$ cat src/rtl/sram_port_pkg.sv
package sram_port_pkg;

   typedef enum logic [2:0] {
      ST_IDLE,
      ST_WADDR,
      ST_WPULSE,
      ST_WHOLD,
      ST_READ,
      ST_TURN
   } seq_state_t;

   // nanoseconds to clock cycles, rounded up, never below one
   function automatic int ns_to_cyc(input int ns, input int clk_ns);
      int c;
      c = (ns + clk_ns - 1) / clk_ns;
      if (c < 1) c = 1;
      return c;
   endfunction

   function automatic int max2(input int a, input int b);
      return (a > b) ? a : b;
   endfunction

endpackage

$ cat src/rtl/sram_port_timer.sv
module sram_port_timer #(
   parameter int unsigned CW = 3
) (
   input  logic          clk,
   input  logic          rst,
   input  logic          load,
   input  logic [CW-1:0] load_val,
   output logic [CW-1:0] cnt,
   output logic          zero
);

   always_ff @(posedge clk) begin
      if (rst)
         cnt <= '0;
      else if (load)
         cnt <= load_val;
      else if (cnt != '0)
         cnt <= cnt - 1'b1;
   end

   assign zero = (cnt == '0);

endmodule

$ cat src/rtl/sram_port_seq.sv
module sram_port_seq
   import sram_port_pkg::*;
#(
   parameter int unsigned N_PULSE = 5,
   parameter int unsigned N_LATE  = 2,
   parameter int unsigned N_READ  = 6,
   parameter int unsigned N_GAP   = 2,
   parameter int unsigned MIN_WP  = 4,
   parameter int unsigned CW      = 3
) (
   input  logic clk,
   input  logic rst,
   input  logic req,
   input  logic req_we,
   output logic accept,
   output logic capture,
   output logic ack,
   output logic mem_ce_n,
   output logic mem_we_n,
   output logic mem_oe_n,
   output logic mem_dq_oe
);

   localparam logic [CW-1:0] PULSE_LD = CW'(N_PULSE - 1);
   localparam logic [CW-1:0] READ_LD  = CW'(N_READ - 1);
   localparam logic [CW-1:0] GAP_LD   = CW'(N_GAP - 1);
   localparam logic [CW-1:0] DRV_FROM = CW'(N_PULSE - 1 - N_LATE);
   localparam logic [CW:0]   MIN_WP_C = (CW+1)'(MIN_WP);

   seq_state_t    st_q, st_nx;
   logic          ld, ack_nx, cnt_zero;
   logic [CW-1:0] ld_val, cnt_q, cnt_nx;

   sram_port_timer #(.CW(CW)) u_timer (
      .clk      (clk),
      .rst      (rst),
      .load     (ld),
      .load_val (ld_val),
      .cnt      (cnt_q),
      .zero     (cnt_zero)
   );

   always_comb begin
      st_nx   = st_q;
      ld      = 1'b0;
      ld_val  = '0;
      accept  = 1'b0;
      capture = 1'b0;
      ack_nx  = 1'b0;
      case (st_q)
         ST_IDLE: begin
            if (req) begin
               accept = 1'b1;
               if (req_we) begin
                  st_nx = ST_WADDR;
               end else begin
                  st_nx  = ST_READ;
                  ld     = 1'b1;
                  ld_val = READ_LD;
               end
            end
         end
         ST_WADDR: begin
            st_nx  = ST_WPULSE;
            ld     = 1'b1;
            ld_val = PULSE_LD;
         end
         ST_WPULSE: begin
            if (cnt_zero) begin
               st_nx  = ST_WHOLD;
               ack_nx = 1'b1;
            end
         end
         ST_WHOLD: st_nx = ST_IDLE;
         ST_READ: begin
            if (cnt_zero) begin
               st_nx   = ST_TURN;
               ld      = 1'b1;
               ld_val  = GAP_LD;
               capture = 1'b1;
               ack_nx  = 1'b1;
            end
         end
         ST_TURN: begin
            if (cnt_zero) st_nx = ST_IDLE;
         end
         default: st_nx = ST_IDLE;
      endcase
   end

   // counter value the timer will hold next cycle
   assign cnt_nx = ld ? ld_val : (cnt_zero ? '0 : cnt_q - 1'b1);

   // strobes are flops decoded from the next state: no decode glitches on pins
   always_ff @(posedge clk) begin
      if (rst) begin
         st_q      <= ST_IDLE;
         mem_ce_n  <= 1'b1;
         mem_we_n  <= 1'b1;
         mem_oe_n  <= 1'b1;
         mem_dq_oe <= 1'b0;
         ack       <= 1'b0;
      end else begin
         st_q      <= st_nx;
         mem_ce_n  <= !(st_nx == ST_WADDR || st_nx == ST_WPULSE || st_nx == ST_READ);
         mem_we_n  <= (st_nx != ST_WPULSE);
         mem_oe_n  <= (st_nx != ST_READ);
         mem_dq_oe <= (st_nx == ST_WPULSE && cnt_nx <= DRV_FROM) || (st_nx == ST_WHOLD);
         ack       <= ack_nx;
      end
   end

   // checker-only pulse length counter
   logic [CW:0] we_low_cyc;
   always_ff @(posedge clk) begin
      if (rst || mem_we_n) we_low_cyc <= '0;
      else                 we_low_cyc <= we_low_cyc + 1'b1;
   end


   we_only_selected_chk: assert property (@(posedge clk) disable iff (rst)
      !mem_we_n |-> !mem_ce_n);

   oe_off_in_write_chk: assert property (@(posedge clk) disable iff (rst)
      !mem_we_n |-> mem_oe_n);

   we_pulse_len_chk: assert property (@(posedge clk) disable iff (rst)
      $rose(mem_we_n) |-> we_low_cyc >= MIN_WP_C);

   drive_release_chk: assert property (@(posedge clk) disable iff (rst)
      $rose(mem_we_n) |=> !mem_dq_oe);

   no_drive_in_read_chk: assert property (@(posedge clk) disable iff (rst)
      mem_dq_oe |-> mem_oe_n);

   ack_pulse_chk: assert property (@(posedge clk) disable iff (rst)
      ack |=> !ack);

   read_gap_chk: assert property (@(posedge clk) disable iff (rst)
      $rose(mem_oe_n) |=> (mem_ce_n && mem_oe_n));

endmodule

$ cat src/rtl/sram_port_dpath.sv
module sram_port_dpath #(
   parameter int unsigned ADDR_W = 15,
   parameter int unsigned DATA_W = 8
) (
   input  logic              clk,
   input  logic              rst,
   input  logic              accept,
   input  logic              capture,
   input  logic [ADDR_W-1:0] req_addr,
   input  logic [DATA_W-1:0] req_wdata,
   input  logic [DATA_W-1:0] mem_dq_i,
   output logic [ADDR_W-1:0] mem_addr,
   output logic [DATA_W-1:0] mem_dq_o,
   output logic [DATA_W-1:0] rsp_rdata
);

   always_ff @(posedge clk) begin
      if (rst)         mem_addr <= '0;
      else if (accept) mem_addr <= req_addr;
   end

   for (genvar b = 0; b < DATA_W; b++) begin : g_bit
      always_ff @(posedge clk) begin
         if (rst)         mem_dq_o[b] <= 1'b0;
         else if (accept) mem_dq_o[b] <= req_wdata[b];
      end
      always_ff @(posedge clk) begin
         if (rst)          rsp_rdata[b] <= 1'b0;
         else if (capture) rsp_rdata[b] <= mem_dq_i[b];
      end
   end

endmodule

$ cat src/rtl/sram_port_ctrl.sv
module sram_port_ctrl
   import sram_port_pkg::*;
#(
   parameter int CLK_NS = 10,
   parameter int ADDR_W = 15,
   parameter int DATA_W = 8,
   parameter int T_RC   = 55,
   parameter int T_AA   = 55,
   parameter int T_DOE  = 25,
   parameter int T_HZOE = 20,
   parameter int T_WC   = 55,
   parameter int T_SCE  = 45,
   parameter int T_AW   = 45,
   parameter int T_WP   = 40,
   parameter int T_SD   = 25,
   parameter int T_HZWE = 20
) (
   input  logic              clk,
   input  logic              rst,
   input  logic              req,
   input  logic              req_we,
   input  logic [ADDR_W-1:0] req_addr,
   input  logic [DATA_W-1:0] req_wdata,
   output logic              ack,
   output logic [DATA_W-1:0] rsp_rdata,
   output logic              mem_ce_n,
   output logic              mem_we_n,
   output logic              mem_oe_n,
   output logic [ADDR_W-1:0] mem_addr,
   output logic [DATA_W-1:0] mem_dq_o,
   output logic              mem_dq_oe,
   input  logic [DATA_W-1:0] mem_dq_i
);

   localparam int NC_RC   = ns_to_cyc(T_RC, CLK_NS);
   localparam int NC_AA   = ns_to_cyc(T_AA, CLK_NS);
   localparam int NC_DOE  = ns_to_cyc(T_DOE, CLK_NS);
   localparam int NC_HZOE = ns_to_cyc(T_HZOE, CLK_NS);
   localparam int NC_WC   = ns_to_cyc(T_WC, CLK_NS);
   localparam int NC_SCE  = ns_to_cyc(T_SCE, CLK_NS);
   localparam int NC_AW   = ns_to_cyc(T_AW, CLK_NS);
   localparam int NC_WP   = ns_to_cyc(T_WP, CLK_NS);
   localparam int NC_SD   = ns_to_cyc(T_SD, CLK_NS);
   localparam int NC_HZWE = ns_to_cyc(T_HZWE, CLK_NS);

   // select and address lead the pulse by one cycle, the hold cycle trails it
   localparam int N_PULSE = max2(max2(NC_WP, NC_HZWE + NC_SD),
                                 max2(max2(NC_AW, NC_SCE) - 1, max2(NC_WC, 2) - 2));
   localparam int N_READ  = max2(max2(NC_RC, NC_AA), NC_DOE);
   localparam int N_GAP   = max2(1, NC_HZOE);
   localparam int CW      = $clog2(max2(max2(N_PULSE, N_READ), N_GAP) + 1);

   if (CLK_NS < 1) begin : g_bad_clk
      $error("CLK_NS must be at least 1");
   end
   if (ADDR_W < 1 || DATA_W < 1) begin : g_bad_width
      $error("ADDR_W and DATA_W must be at least 1");
   end

   logic accept, capture;

   sram_port_seq #(
      .N_PULSE (N_PULSE),
      .N_LATE  (NC_HZWE),
      .N_READ  (N_READ),
      .N_GAP   (N_GAP),
      .MIN_WP  (NC_WP),
      .CW      (CW)
   ) u_seq (
      .clk       (clk),
      .rst       (rst),
      .req       (req),
      .req_we    (req_we),
      .accept    (accept),
      .capture   (capture),
      .ack       (ack),
      .mem_ce_n  (mem_ce_n),
      .mem_we_n  (mem_we_n),
      .mem_oe_n  (mem_oe_n),
      .mem_dq_oe (mem_dq_oe)
   );

   sram_port_dpath #(
      .ADDR_W (ADDR_W),
      .DATA_W (DATA_W)
   ) u_dpath (
      .clk       (clk),
      .rst       (rst),
      .accept    (accept),
      .capture   (capture),
      .req_addr  (req_addr),
      .req_wdata (req_wdata),
      .mem_dq_i  (mem_dq_i),
      .mem_addr  (mem_addr),
      .mem_dq_o  (mem_dq_o),
      .rsp_rdata (rsp_rdata)
   );


   wr_addr_hold_chk: assert property (@(posedge clk) disable iff (rst)
      (!mem_we_n && !$past(mem_we_n)) |-> $stable(mem_addr));

endmodule

$ cat config.mk
export PLATFORM = sky130hd
export DESIGN_NAME = sram_port_ctrl
export DESIGN_NICKNAME = d
export VERILOG_FILES = /design/src/rtl/sram_port_pkg.sv /design/src/rtl/sram_port_timer.sv /design/src/rtl/sram_port_seq.sv /design/src/rtl/sram_port_dpath.sv /design/src/rtl/sram_port_ctrl.sv
export SDC_FILE = /design/constraint.sdc
export NUM_CORES = 1
export LEC_CHECK = 0
export CAP_MARGIN = 20
export CORE_UTILIZATION = 28
export CTS_CLUSTER_SIZE = 12
export DETAILED_ROUTE_END_ITERATION = 7
export DONT_BUFFER_PORTS = 1
export SLEW_MARGIN = 20
export SYNTH_ARGS = -nofsm -noshare
export SYNTH_HDL_FRONTEND = slang
export SYNTH_SLANG_ARGS = --single-unit
export TNS_END_PERCENT = 20
$ cat constraint.sdc
create_clock -name clk -period 4.46 [get_ports clk]
set_input_delay 0.892 -clock clk [delete_from_list [all_inputs] [get_ports clk]]
set_output_delay 0.892 -clock clk [all_outputs]
set_load 0.005 [all_outputs]
==> flow_summary_export.csv, run 1 <==
group,metric,value,unit
global_route,grt_pass1_wl,5260,microns
setup_path,arrival,2.09,ns
synth,ys_top_cells_by_area,"dfxtp_1 50%, nand2_1 11%, a21oi_1 7.8%, mux2i_1 4.8%, nor2_1 3.4%",
setup_path,endpoint_kind,"register",
detailed_routing,firstDrtPassIters,4,
cts,root_buffer,"clkbuf_8",
cts,cts_setup_buffers,0,
floorplan,start_util,29.7,%
floorplan,die-area,6300,sq um
floorplan,die_w,79.4,microns
synth,synth_area,1680,sq um
synth,yosys_warnings,0,
synth,synth_common_cells,"50 x nand2_1, 42 x dfxtp_1, 26 x a21oi_1",
sta,max-slew-margin-rel,38.6,%
synth,synth-seq-cells,42,
synth,ys_seq_area_share,50.1,%
power,power,1.01,mW
setup_path,cp_max_fo,9,
floorplan,fp-row-count,27,
placed_design,dp_hpwl,2250,microns
detailed_routing,vias,1247,
sta,tightest_slew,0.921,ns
sta,slew_viol_final,0,
sta,rsz0062_at_grt,"no",
sta,setup_violations,0,
floorplan,core_area,5640,sq um
run,maxCapViolCount,0,
setup_path,crit_chain,"inv_1 > ha_1 > nor2b_1 > nand3_1 > nand2_1 > a2111oi_2",
finish,antenna_cells,0,
synth,synth-edff-count,0,
cts,cts_resized,0,
cts,cts_buffers,5,
detailed_routing,route.detailed.drc,0,
cts,cts_tree,"done",
cts,clk_latency,0.29,ns
cts,clk_pin_slew,0.08,ns
detailed_routing,post_drt_wl_per_cell,12.6,microns
synth,postSynth.asyncResetShare,0,%
power,power_density,574,nW/um^2
global_route,grt_max_degree,41,
setup_path,critPathLaunchType,"register",
placed_design,portBuffers,0,
synth,synthesis.nets,227,
synth,synth_cells,190,
finish,nNetsFinal,222,
setup_path,worst-setup-path-type,"register to register",
finish,finish.utilization,31.1,%
detailed_routing,ant_nets,0,
outcome,status,"completed",
sta,skew,0.00776,ns
power,leakagePower,0.681,nW
detailed_routing,wirelength,3260,microns
floorplan,die_y,79.4,microns
global_route,gr-total-overflow,0,
sta,max_freq,529,MHz
floorplan,io_pins,71,
finish,finalInstanceArea,1760,sq um
placed_design,place_area,1670,sq um
cts,clock_path_buffers,2,
sta,fin_crit_sh,42.4,%
finish,fillCellCount,592,
synth,ys_types,32,
synth,synth_top_area_share,50.1,%
detailed_routing,dr.first_iter.drc_count,42,
sta,whs,0.467,ns
cts,cts_htree_levels,2,
setup_path,cpPeakStageDelay,0.42,ns
cts,cts_hold_buf,0,
setup_path,slowest_stage,"nand3_1",
hold_path,hold_class,"register to register",
setup_path,crit_required,4.66,ns
synth,synth_area_leader_cell,"dfxtp_1",
sta,tns,0,ns
placed_design,finalWeightedCongestion,0.766,
cts,cts_sinks,42,
global_route,antenna_found_initial,0,
global_route,groute.usage.overall,10.9,%
detailed_routing,routed_via_density,4.83,
power,irDropWorstVdd,0.211,mV
synth,synth_flop_cell,"dfxtp_1",
finish,final_layout_size_suffix_gt1_share,8.60,%
finish,synthToLayoutAreaGrowth,4.70,%
synth,yosysMostFrequentCell,"nand2_1",
synth,syn_area_per_cell,8.82,sq um
sta,finalHoldViolations,0,
sta,final.min_clock_period,1.89,ns
global_route,first_global_vias,1190,
report_power, final:
part	switching, mW	total, mW	internal (mW)
Sequential	0.0536	0.488	0.435
Combinational	0.160	0.276	0.117
Clock	0.133	0.244	0.111
per-layer routing:
metal / global-route usage, % / vias to the layer above / share of wire (%)
li1: - / 616 / -
met1: 11.2 / 577 / 41
met4: 5.64 / 0 / 1.9
met5: 0 / - / 0
met3: 3.89 / 6 / 7.0
met2: 19.1 / 48 / 50
registers in the layout, summed over array words and instances, names as in the netlist, 3 cells and up:
register	cells
u_dpath.rsp_rdata	8
u_dpath.mem_dq_o	8
u_seq.u_timer.cnt	3
u_dpath.mem_addr	15
u_seq.st_q	3
cell usage in the layout, fill, tap and decap left out, drive strengths merged, types with 2 or more instances in the layout:
cell and instances:
xnor2 2, mux2i 8, dfxtp 42, clkbuf 6
clkinv 2, nand2 50, a21oi 29, nor2 16
ha 2, o21ai 3, nor3 6, nor2b 2
inv 5
through the flow:
step / worst slack (ns) / cells
finish: 2.57 / 258
detailed placement: 2.46 / 250
CTS: 2.54 / 258
global placement: 2.48 / 250
floorplan: 2.74 / 190
global route: 2.32 / 258
worst paths after layout:
path         slack [ns]                 start  cells past startpoint                   end
max                2.57  u_seq.u_timer.cnt[0]                      6  u_seq.u_timer.cnt[1]
min reg2reg        0.47   u_dpath.mem_addr[8]                      2   u_dpath.mem_addr[8]
max reg2reg        2.57  u_seq.u_timer.cnt[0]                      6  u_seq.u_timer.cnt[1]
min                0.47   u_dpath.mem_addr[8]                      2   u_dpath.mem_addr[8]
cell type report:
class	instances	area (sq um)	share of cell area [%]
multi-input cells	131	719	41.0
clock buffers	6	72.6	4.13
inverters	5	18.8	1.07
well taps	72	90.1	5.13
clock inverters	2	13.8	0.784
flip-flops and latches	42	841	47.9
worst max-delay path: cells and delay by family, from the launching register on:
kind	cells	cell delay [ns]
simple gates	3	0.73
compound gates	1	0.33
fa+ha+maj	1	0.24
buf+inv	1	0.09
flops	1	0.41
logic make-up (layout without fill, tap and decap cells):
logic type	Yosys count	in the layout	synth area share, %
adder cells (fa/ha/maj)	2	2	1.49
XOR/XNOR	2	2	1.04
AO/OA/AOI/OAI	39	39	15.3
flip-flops	42	42	50.1
buffers and inverters	17	13	6.94
AND/OR/NAND/NOR	80	80	20.3
multiplexers	8	8	4.78
No activity file was read; power rests on OpenSTA's default activity.
==> run 2: changes to the inputs <==
==> constraint.sdc (replaced) <==
create_clock -name clk -period 2 [get_ports clk]
set_input_delay 0.4 -clock clk [delete_from_list [all_inputs] [get_ports clk]]
set_output_delay 0.4 -clock clk [all_outputs]
set_load 0.005 [all_outputs]
==> run 2 against run 1 <==
  * Non-clock buffer count grew 3
  * Utilization grew 0.49 points
  * Register-to-register slack lost 2.2 ns
  * Power grew 130%
  * Sequential cell count is the same
  * Via count shrank 2.5%
  * Critical endpoint is now u_dpath.rsp_rdata[4]
  * Largest cell class unchanged
==> flow_summary_export.csv, run 2 (synthesis results as in run 1) <==
group,metric,value,unit
placed_design,preCtsSetupSlack,0.359,ns
setup_path,cp_max_fo,7,
cts,clk_latency,0.28,ns
global_route,gr-total-overflow,0,
sta,rsz0062_at_grt,"no",
setup_path,r2r-end,"u_dpath.rsp_rdata[4]",
floorplan,fp-row-count,27,
power,leakagePower,0.698,nW
outcome,status,"completed",
sta,final.min_clock_period,1.64,ns
cts,cts_buffers,5,
finish,antenna_cells,0,
hold_path,holdCritStartpoint,"rst",
sta,slew_viol_final,0,
sta,skew,0.00374,ns
sta,setup_violations,0,
global_route,grt_max_degree,41,
finish,final_cell_mix,"50 x nand2_1, 42 x dfxtp_1, 26 x a21oi_1, 15 x nor2_1, 8 x mux2i_1",
sta,whs,0.178,ns
detailed_routing,post_drt_wl_per_cell,12.5,microns
setup_path,arrival,1.83,ns
cts,cts_sinks,42,
power,irDropWorstVdd,0.346,mV
global_route,antenna_found_initial,0,
run,maxCapViolCount,0,
global_route,grt_pass1_wl,5290,microns
sta,tns,0,ns
cts,cts_tree,"done",
setup_path,endpoint_kind,"register",
finish,synthToLayoutAreaGrowth,6.34,%
sta,setup_slack,0.357,ns
finish,nNetsFinal,225,
finish,top_register,"u_dpath.mem_addr",
finish,fillCellCount,597,
setup_path,critPathLaunchType,"register",
setup_path,r2r_setup_slack,0.36,ns
global_route,first_global_vias,1180,
finish,top_regs,"u_dpath.mem_addr: 15 flops, u_dpath.mem_dq_o: 8 flops, u_dpath.rsp_rdata: 8 flops",
floorplan,start_util,29.7,%
floorplan,die_y,79.4,microns
finish,largest_reg_flops,15,
setup_path,worstReg2RegStart,"u_seq.u_timer.cnt[0]",
setup_path,worst-setup-path-type,"register to register",
floorplan,core_area,5640,sq um
detailed_routing,routed_via_density,4.66,
floorplan,die_w,79.4,microns
finish,final_layout_size_suffix_gt1_share,10.1,%
detailed_routing,wirelength,3260,microns
hold_path,hold_class,"input port to register",
sta,tightest_slew,0.378,ns
detailed_routing,vias,1216,
setup_path,startpoint,"u_seq.u_timer.cnt[0]",
detailed_routing,ant_nets,0,
setup_path,endpoint,"u_dpath.rsp_rdata[4]",
power,power_density,1270,nW/um^2
placed_design,dp_hpwl,2300,microns
placed_design,portBuffers,0,
cts,cts_setup_buffers,0,
floorplan,io_pins,71,
setup_path,r2r_cells,7,
cts,root_buffer,"clkbuf_8",
finish,final_common_cell,"nand2_1",
detailed_routing,route.detailed.drc,0,
floorplan,die-area,6300,sq um
cts,cts_htree_levels,2,
cts,clk_pin_slew,0.08,ns
placed_design,finalWeightedCongestion,0.744,
setup_path,crit_required,2.18,ns
sta,max_freq,609,MHz
detailed_routing,firstDrtPassIters,4,
sta,max-slew-margin-rel,74.8,%
sta,fin_crit_sh,82.1,%
sta,finalHoldViolations,0,
cts,clock_path_buffers,2,
cts,cts_hold_buf,0,
detailed_routing,dr.first_iter.drc_count,36,
power,power,2.27,mW
cts,cts_resized,0,
global_route,groute.usage.overall,11.0,%
==> run 2: changes by cell type in the layout (fill, tap and decap cells not counted), sizes merged <==
cell    before  now
clkinv       2    1
buf          0    3
clkbuf       6    7
==> run 2: worst min path at each step <==
stage | to | slack (ns) | cells past startpoint
finish | u_seq.u_timer.cnt[2] | 0.18 | 1
global route | u_dpath.mem_addr[10] | 0.15 | 1
CTS | u_dpath.mem_addr[10] | 0.16 | 1
detailed placement | u_dpath.mem_dq_o[0] | 0.46 | 2
global placement | u_dpath.mem_addr[11] | 0.45 | 2
floorplan | u_dpath.mem_addr[0] | 0.45 | 2
==> run 2: power breakdown <==
part | switching, mW | internal [mW]
registers | 0.116 | 0.969
logic | 0.359 | 0.275
clock network | 0.274 | 0.279
total | 0.749 | 1.52
==> run 2: per-layer routing <==
metal  GRT usage (%)  share of wire [%]  vias up
met5               0                  0        -
met4            5.45                1.0        0
met3            4.46                8.0        2
met2            18.4                 48       38
met1            12.1                 43      553
li1                -                  -      623
==> run 2: cell type report <==
class / instances / area (sq um) / area share (%)
tap: 72 / 90.1 / 5.05
clock inverter: 1 / 5.00 / 0.281
inverter: 5 / 18.8 / 1.05
multi-input combinational: 131 / 719 / 40.4
timing repair buffer: 3 / 22.5 / 1.26
sequential: 42 / 841 / 47.2
clock buffer: 7 / 86.3 / 4.84
==> run 2: stage by stage <==
| stage | cells | utilization, % | instance area (sq um) |
|---|---|---|---|
| global route | 261 | 31.6 | 1780 |
| global placement | 253 | 30.0 | 1690 |
| floorplan | 190 | - | 1680 |
| finish | 261 | 31.6 | 1780 |
| detailed placement | 253 | 30.0 | 1690 |
| CTS | 261 | 31.6 | 1780 |
==> run 2: critical path: stages, from the launching register on <==
cell and delay (ns):
dfxtp_1 0.35, inv_1 0.09, ha_1 0.19, nor2b_1 0.30
nand3_1 0.19, buf_4 0.22, mux2i_1 0.16, nor2_1 0.05
